$ cat src/rtl/wdt_pkg.sv
package wdt_pkg;
  localparam int unsigned DATA_W = 8;
  localparam logic [DATA_W-1:0] KEY_OFF = 8'hA5;
  localparam logic [DATA_W-1:0] KEY_ARM = 8'h5A;
  localparam logic [DATA_W-1:0] KEY_RUN = 8'h00;

  typedef enum logic {
    SEL_CTRL = 1'b0,
    SEL_CNT  = 1'b1
  } wdt_sel_e;
endpackage

$ cat src/rtl/wdt_write_sync.sv
module wdt_write_sync
  import wdt_pkg::*;
(
  input  logic              clk_i,
  input  logic              rst_ni,
  input  logic              tick_i,
  input  logic              hold_i,
  input  logic              wr_en_i,
  input  logic              wr_sel_i,
  input  logic [DATA_W-1:0] wr_data_i,
  output logic              apply_ctrl_o,
  output logic              apply_cnt_o,
  output logic [DATA_W-1:0] apply_data_o
);
  logic              pend_q;
  wdt_sel_e          sel_q;
  logic [DATA_W-1:0] data_q;

  always_ff @(posedge clk_i or negedge rst_ni) begin
    if (!rst_ni) begin
      pend_q <= 1'b0;
      sel_q  <= SEL_CTRL;
      data_q <= '0;
    end else if (wr_en_i && !hold_i) begin
      pend_q <= 1'b1;
      sel_q  <= wdt_sel_e'(wr_sel_i);
      data_q <= wr_data_i;
    end else if (tick_i) begin
      pend_q <= 1'b0;
    end
  end

  assign apply_ctrl_o = pend_q && tick_i && (sel_q == SEL_CTRL);
  assign apply_cnt_o  = pend_q && tick_i && (sel_q == SEL_CNT);
  assign apply_data_o = data_q;

  p_no_apply_without_tick_r8: assert property (@(posedge clk_i) disable iff (!rst_ni)
    pend_q && !tick_i |=> pend_q);
endmodule

$ cat src/rtl/wdt_key_reg.sv
module wdt_key_reg
  import wdt_pkg::*;
(
  input  logic              clk_i,
  input  logic              rst_ni,
  input  logic              apply_ctrl_i,
  input  logic              apply_cnt_i,
  input  logic [DATA_W-1:0] apply_data_i,
  input  logic              ovf_i,
  input  logic              hold_i,
  output logic [DATA_W-1:0] ctrl_o,
  output logic              off_o,
  output logic              load_o
);
  logic [DATA_W-1:0] ctrl_q;

  assign load_o = apply_cnt_i && (ctrl_q == KEY_ARM) && !ovf_i && !hold_i;

  always_ff @(posedge clk_i or negedge rst_ni) begin
    if (!rst_ni)                     ctrl_q <= KEY_OFF;
    else if (ovf_i || hold_i)        ctrl_q <= KEY_OFF;
    else if (load_o)                 ctrl_q <= KEY_RUN;
    else if (apply_ctrl_i)           ctrl_q <= apply_data_i;
  end

  assign ctrl_o = ctrl_q;
  assign off_o  = (ctrl_q == KEY_OFF);

  p_unkeyed_ignored_r4: assert property (@(posedge clk_i) disable iff (!rst_ni)
    apply_cnt_i && (ctrl_q != KEY_ARM) && !ovf_i && !hold_i |=> ctrl_q == $past(ctrl_q));
  p_load_clears_key_r5: assert property (@(posedge clk_i) disable iff (!rst_ni)
    load_o |=> ctrl_q == KEY_RUN);
  p_hold_blocks_r9: assert property (@(posedge clk_i) disable iff (!rst_ni)
    hold_i |=> ctrl_q == KEY_OFF);
endmodule

$ cat src/rtl/wdt_counter.sv
module wdt_counter
  import wdt_pkg::*;
#(
  parameter int unsigned PRE_W = 11
) (
  input  logic              clk_i,
  input  logic              rst_ni,
  input  logic              tick_i,
  input  logic              off_i,
  input  logic              load_i,
  input  logic [DATA_W-1:0] load_data_i,
  output logic [DATA_W-1:0] cnt_o,
  output logic              ovf_o
);
  localparam int unsigned TOT_W = DATA_W + PRE_W;

  logic [TOT_W-1:0] acc_q;

  assign ovf_o = tick_i && !off_i && (&acc_q);

  always_ff @(posedge clk_i or negedge rst_ni) begin
    if (!rst_ni)      acc_q <= '0;
    else if (off_i)   acc_q <= '0;
    else if (load_i)  acc_q <= {load_data_i, {PRE_W{1'b0}}};
    else if (tick_i)  acc_q <= acc_q + TOT_W'(1);
  end

  assign cnt_o = acc_q[TOT_W-1:PRE_W];

  p_off_clears_r3: assert property (@(posedge clk_i) disable iff (!rst_ni)
    off_i |=> acc_q == '0);
  p_idle_holds_r2: assert property (@(posedge clk_i) disable iff (!rst_ni)
    !tick_i && !off_i && !load_i |=> $stable(acc_q));
endmodule

$ cat src/rtl/wdt_pulse.sv
module wdt_pulse #(
  parameter int unsigned PRE_W       = 11,
  parameter int unsigned PULSE_UNITS = 16
) (
  input  logic clk_i,
  input  logic rst_ni,
  input  logic tick_i,
  input  logic ovf_i,
  output logic req_o,
  output logic active_o
);
  localparam int unsigned PW   = $clog2(PULSE_UNITS) + PRE_W;
  localparam int unsigned PLEN = PULSE_UNITS << PRE_W;

  logic          act_q;
  logic          req_q;
  logic [PW-1:0] pcnt_q;

  always_ff @(posedge clk_i or negedge rst_ni) begin
    if (!rst_ni) begin
      act_q  <= 1'b0;
      req_q  <= 1'b0;
      pcnt_q <= '0;
    end else begin
      req_q <= ovf_i;
      if (ovf_i) begin
        act_q  <= 1'b1;
        pcnt_q <= '0;
      end else if (act_q && tick_i) begin
        if (pcnt_q == PW'(PLEN - 1)) begin
          act_q  <= 1'b0;
          pcnt_q <= '0;
        end else begin
          pcnt_q <= pcnt_q + PW'(1);
        end
      end
    end
  end

  assign req_o    = req_q;
  assign active_o = act_q;

  p_req_single_r6: assert property (@(posedge clk_i) disable iff (!rst_ni)
    req_q |=> !req_q);
  p_pulse_from_ovf_r7: assert property (@(posedge clk_i) disable iff (!rst_ni)
    $rose(act_q) |-> $past(ovf_i));
  p_pulse_hold_r7: assert property (@(posedge clk_i) disable iff (!rst_ni)
    act_q && !tick_i |=> act_q);
endmodule

$ cat src/rtl/keyed_wdt.sv
module keyed_wdt
  import wdt_pkg::*;
#(
  parameter int unsigned PRE_W       = 11,
  parameter int unsigned PULSE_UNITS = 16
) (
  input  logic       clk_i,
  input  logic       rst_ni,
  input  logic       tick_i,
  input  logic       wr_en_i,
  input  logic       wr_sel_i,
  input  logic [7:0] wr_data_i,
  input  logic       rd_sel_i,
  output logic [7:0] rd_data_o,
  output logic       rst_req_o,
  output logic       rst_pulse_o
);
  logic              apply_ctrl, apply_cnt, off, load, ovf, hold;
  logic [DATA_W-1:0] apply_data, ctrl, cnt;

  wdt_write_sync u_sync (
    .clk_i, .rst_ni, .tick_i, .hold_i(hold), .wr_en_i, .wr_sel_i, .wr_data_i,
    .apply_ctrl_o(apply_ctrl), .apply_cnt_o(apply_cnt), .apply_data_o(apply_data)
  );

  wdt_key_reg u_key (
    .clk_i, .rst_ni, .apply_ctrl_i(apply_ctrl), .apply_cnt_i(apply_cnt),
    .apply_data_i(apply_data), .ovf_i(ovf), .hold_i(hold),
    .ctrl_o(ctrl), .off_o(off), .load_o(load)
  );

  wdt_counter #(.PRE_W(PRE_W)) u_cnt (
    .clk_i, .rst_ni, .tick_i, .off_i(off), .load_i(load),
    .load_data_i(apply_data), .cnt_o(cnt), .ovf_o(ovf)
  );

  wdt_pulse #(.PRE_W(PRE_W), .PULSE_UNITS(PULSE_UNITS)) u_pulse (
    .clk_i, .rst_ni, .tick_i, .ovf_i(ovf), .req_o(rst_req_o), .active_o(hold)
  );

  assign rd_data_o   = (wdt_sel_e'(rd_sel_i) == SEL_CNT) ? cnt : ctrl;
  assign rst_pulse_o = hold;

  p_ovf_disarms_r7: assert property (@(posedge clk_i) disable iff (!rst_ni)
    ovf |=> (ctrl == KEY_OFF) && rst_pulse_o);
endmodule

$ cat config.mk
export PLATFORM = sky130hd
export DESIGN_NAME = keyed_wdt
export DESIGN_NICKNAME = d
export VERILOG_FILES = /design/src/rtl/wdt_pkg.sv /design/src/rtl/wdt_write_sync.sv /design/src/rtl/wdt_key_reg.sv /design/src/rtl/wdt_counter.sv /design/src/rtl/wdt_pulse.sv /design/src/rtl/keyed_wdt.sv
export SDC_FILE = /design/constraint.sdc
export NUM_CORES = 1
export LEC_CHECK = 0
export ABC_AREA = 0
export ABC_CLOCK_PERIOD_IN_PS = 4800
export BUFFER_PORTS_ARGS = -buffer_cell sky130_fd_sc_hd__clkbuf_2
export CAP_MARGIN = 20
export CORE_MARGIN = 8
export CORE_UTILIZATION = 27
export CTS_BUF_LIST = sky130_fd_sc_hd__clkbuf_8
export DETAILED_ROUTE_END_ITERATION = 10
export GPL_ROUTABILITY_DRIVEN = 0
export HOLD_SLACK_MARGIN = 0.12
export SLEW_MARGIN = 25
export SYNTH_ARGS = -nofsm -noshare
export SYNTH_HDL_FRONTEND = slang
export SYNTH_SLANG_ARGS = --single-unit
$ cat constraint.sdc
create_clock -name clk_i -period 4.8 [get_ports clk_i]
set_input_delay 0.24 -clock clk_i [delete_from_list [all_inputs] [get_ports clk_i]]
set_output_delay 0.24 -clock clk_i [all_outputs]
set_load 0.03 [all_outputs]
==> summary.md <==
| Metric | Value |
|---|---|
| Status | finished clean |
| Power Total | ~0.87 mW |
| Via count | 2,413 |
| Grt total ovfl | 0 |
| Startpoint Class | flip-flop |
| CTS Buffer Depth | 2 |
| Register bit total from synthesis | 54 |
| Mapped Nets | approximately 320 |
| Peak VDD IR | slightly below 100 uV |
| Ant. Diodes | 0 |
| Initial antenna violation count | 0 |
| Post-route ant nets | 0 |
| Cell variety after synth | 52 |
| Synth Flop Type | dfrtp_1 |
| CP max stage delay | between 500 and 600 ps |
| Nets | 343 |
| Leakage power | between 1 and 1.5 nW |
| Post-Synth XOR/XNOR Area | 0.03579 |
| Iter 0 DRT Violations | approximately 120 |
| Compound-gate portion of the synthesized area | 0.1184 |
| Slew @ Worst Pin | roughly 940 ps |
| CP endpoint kind | flip-flop |
| Core ar. | roughly 11,000 um^2 |
| Synth Area in Simple Gates | 0.2650 |
| CTS clk-pin slew, worst paths | 110 ps |
| Placed cell areas | approximately 3200 um^2 |
| Clk sinks | 54 |
| # H-tree levels | 2 |
| FF/Latch Area | ~1400 um^2 |
| Post-Route WL | ~6900 um |
| CTS Buf Count | 5 |
| Final Cell Area | 3296 um^2 |
| Global router's overall resource usage | 0.09836 |
| Drt pass-1 iters | 4 |
| Drt wl/cell | between 10 and 15 um |
| Root buffer cell | clkbuf_8 |
| Crit path DAT | between 2000 and 3000 ps |
| Final hold vios | 0 |
| Layout Area Growth over Synthesis | 12.23% |
| Number of port buffers | 23 |
| Footprint of the multi-input gates | around 1500 um^2 |
| Cell row count | 38 |
| Fmax | 0.4156 GHz |
| Mean Syn Cell Area | around 9.6 um^2 |
| TritonCTS clock tree | done |
| Register area share after synthesis | 0.4619 |
| Multiplexer share of the synthesized area | 0.08522 |
| Die height | 120.3 um |
| Worst endpoint required time | about 5100 ps |
| # Max-Cap Violations | 0 |
| Largest net degree at the start of global routing | 55 |
| End point of the critical path | u_pulse.pcnt_q[10] |
| Critical Path Slowest Stage Cell | or4_1 |
| Pwr dens | between 200 and 300 nW/um^2 |
| Setup TNS | 0 ps |
| Global-route wire length before repair | about 12,000 um |
| Crit share post-route | 0.5013 |
| Max_slew headroom | 0.3732 |
| Adder-cell share of the synthesized area | 0.008522 |
| R2R Path Start | u_cnt.acc_q[0] |
| DPL Wire Length | just under 5000 um |
| I/O pins | 24 |
| Number of synthesized flops with an enable pin | 0 |
| # fillers | 1,149 |
| Warnings, synthesis | 0 |
| Die Width | around 120 um |
| Setup CP Type | flip-flop to flip-flop |
| Skew final | 11.04 ps |
| Die area | approximately 14,000 um^2 |
| Clk_lat worst skew | 320 ps |
| Final setup fails | 0 |
| Layout cell share with drive strength beyond 1 | 0.1921 |
| Slew Limit Fails | 0 |
| Crit-path cells | ha_1 > nand4_1 > nor3_2 > a21oi_2 > or4_1 > a21oi_1 |
| Cells after Synth | ~300 |
| # DRC | 0 |
| Tmin final | roughly 2400 ps |
| Worst hold path class | input pin to flip-flop |
| Vias per cell | ~5.2 |
| Area of the mapped netlist | between 2000 and 3000 um^2 |
| Critical Path Start | u_cnt.acc_q[0] |
| Reg2reg path depth | 6 |
| RSZ-0062 raised after global routing | no |
| Slack of the worst reg-to-reg path | roughly 2400 ps |
| Initial Util | 0.2733 |
| Worst R2R End | u_pulse.pcnt_q[10] |
| Main combinational cell family by area after synthesis | simple AND/OR/NAND/NOR gates |
| Worst Path Max Fanout | 16 |
| Synth async-reset ratio | 1.000 |
| Via count of the first global-routing pass | roughly 2,400 |
-- worst max-delay path: cells and delay by family (launching register included) --
family,cells,cell delay (ps)
AOI/OAI and AO/OA,2,410
DFF,1,420
adders and majority gates,1,270
and+or+nand+nor,3,1230
-- worst min-delay path by stage --
stage	from	end	slack, ps	cells after the start
floorplan	rst_ni	u_cnt.acc_q[0]	-60	0
global route	wr_sel_i	u_sync.sel_q	130	2
CTS	wr_data_i[0]	u_sync.apply_data_o[0]	130	2
finish	wr_data_i[7]	u_sync.apply_data_o[7]	140	3
detailed placement	rst_ni	u_pulse.pcnt_q[8]	430	2
global placement	rst_ni	u_pulse.req_o	430	2
-- cell usage after synthesis, types with 6 or more instances --
master | instances | share of area
dfrtp_1 | 50 | 0.43
nand2_1 | 30 | 0.038
nor2_1 | 28 | 0.036
nand3_1 | 24 | 0.041
mux2_2 | 16 | 0.061
o21ai_0 | 13 | 0.022
a21oi_1 | 11 | 0.019
nand4_1 | 10 | 0.021
a22oi_1 | 8 | 0.020
a31oi_1 | 8 | 0.017
inv_1 | 8 | 0.010
nor3_1 | 8 | 0.014
xnor2_1 | 8 | 0.024
clkbuf_1 | 7 | 0.0089
mux2i_1 | 7 | 0.024
nand3b_1 | 6 | 0.015
or4_1 | 6 | 0.015
-- per-layer routing --
layer  GRT usage  vias up  share of wire
li1            -     1161              -
met1      0.1315     1188           0.47
met2      0.1533       54           0.47
met3     0.02051       10          0.044
met4     0.03669        0          0.015
met5           0        -              0
-- what timing repair did --
action / in CTS / in global routing
gates resized for setup: 0 / 0
hold buffers: 1 / 0
hold endpoints to repair: 50 / 0
setup buffers: 0 / 0
setup endpoints to repair: 0 / 0
-- power by group --
part	total (mW)	internal, mW	switching, mW
combinational	0.0820	0.0344	0.0476
clock	0.273	0.106	0.167
sequential	0.512	0.484	0.0283
total	0.867	0.624	0.243
-- sequential cells by signal, summed over array words and instances, names as in the netlist --
name and flops:
u_sync.apply_data_o 8, u_sync.pend_q 1, u_sync.sel_q 1, u_pulse.pcnt_q 15
u_pulse.req_o 1, u_pulse.active_o 1, u_cnt.acc_q 19, u_key.ctrl_o 8
-- through the flow --
stage / util / instances / hold WS, ps / setup slack [ps]
floorplan: - / 306 / -55.59 / 2751
global placement: 0.2969 / 459 / 429.1 / 2468
detailed placement: 0.2969 / 459 / 433.1 / 2385
CTS: 0.3067 / 468 / 134.3 / 2368
global route: 0.3067 / 468 / 134.2 / 2074
finish: 0.3067 / 468 / 135.5 / 2394
-- area by class of cell --
class,instances,area share
repair buffers,25,0.04024
clock inverters,3,0.007973
multi-input cells,233,0.4571
clock buffers,5,0.02088
well taps,140,0.05315
inverters,8,0.009112
flip-flops and latches,54,0.4115
-- layout by cell type, fill, tap and decap left out, types with 5 or more instances in the layout --
master / Yosys / layout
nand3b_1: 6 / 6
o21ai_0: 13 / 13
mux2i_1: 7 / 7
or4_1: 6 / 6
xnor2_1: 8 / 8
clkbuf_8: 0 / 5
clkbuf_2: 0 / 23
a21oi_1: 11 / 11
nor2_1: 28 / 28
nor3_1: 8 / 8
a22oi_1: 8 / 8
nand4_1: 10 / 10
mux2_2: 16 / 16
inv_1: 8 / 8
dfrtp_1: 50 / 50
nand2_1: 30 / 30
a31oi_1: 8 / 8
nand3_1: 24 / 24
-- cells by family (layout without fill, tap and decap cells) --
| logic type | after synthesis | count (layout) |
|---|---|---|
| AOI/OAI and AO/OA | 54 | 54 |
| xor gates and xnor gates | 12 | 12 |
| muxes | 23 | 23 |
| adders and majority gates | 2 | 2 |
| buffers and inverters | 19 | 41 |
| and+or+nand+nor | 142 | 142 |
| DFF | 54 | 54 |
No activity file was read; power rests on OpenSTA's default activity.
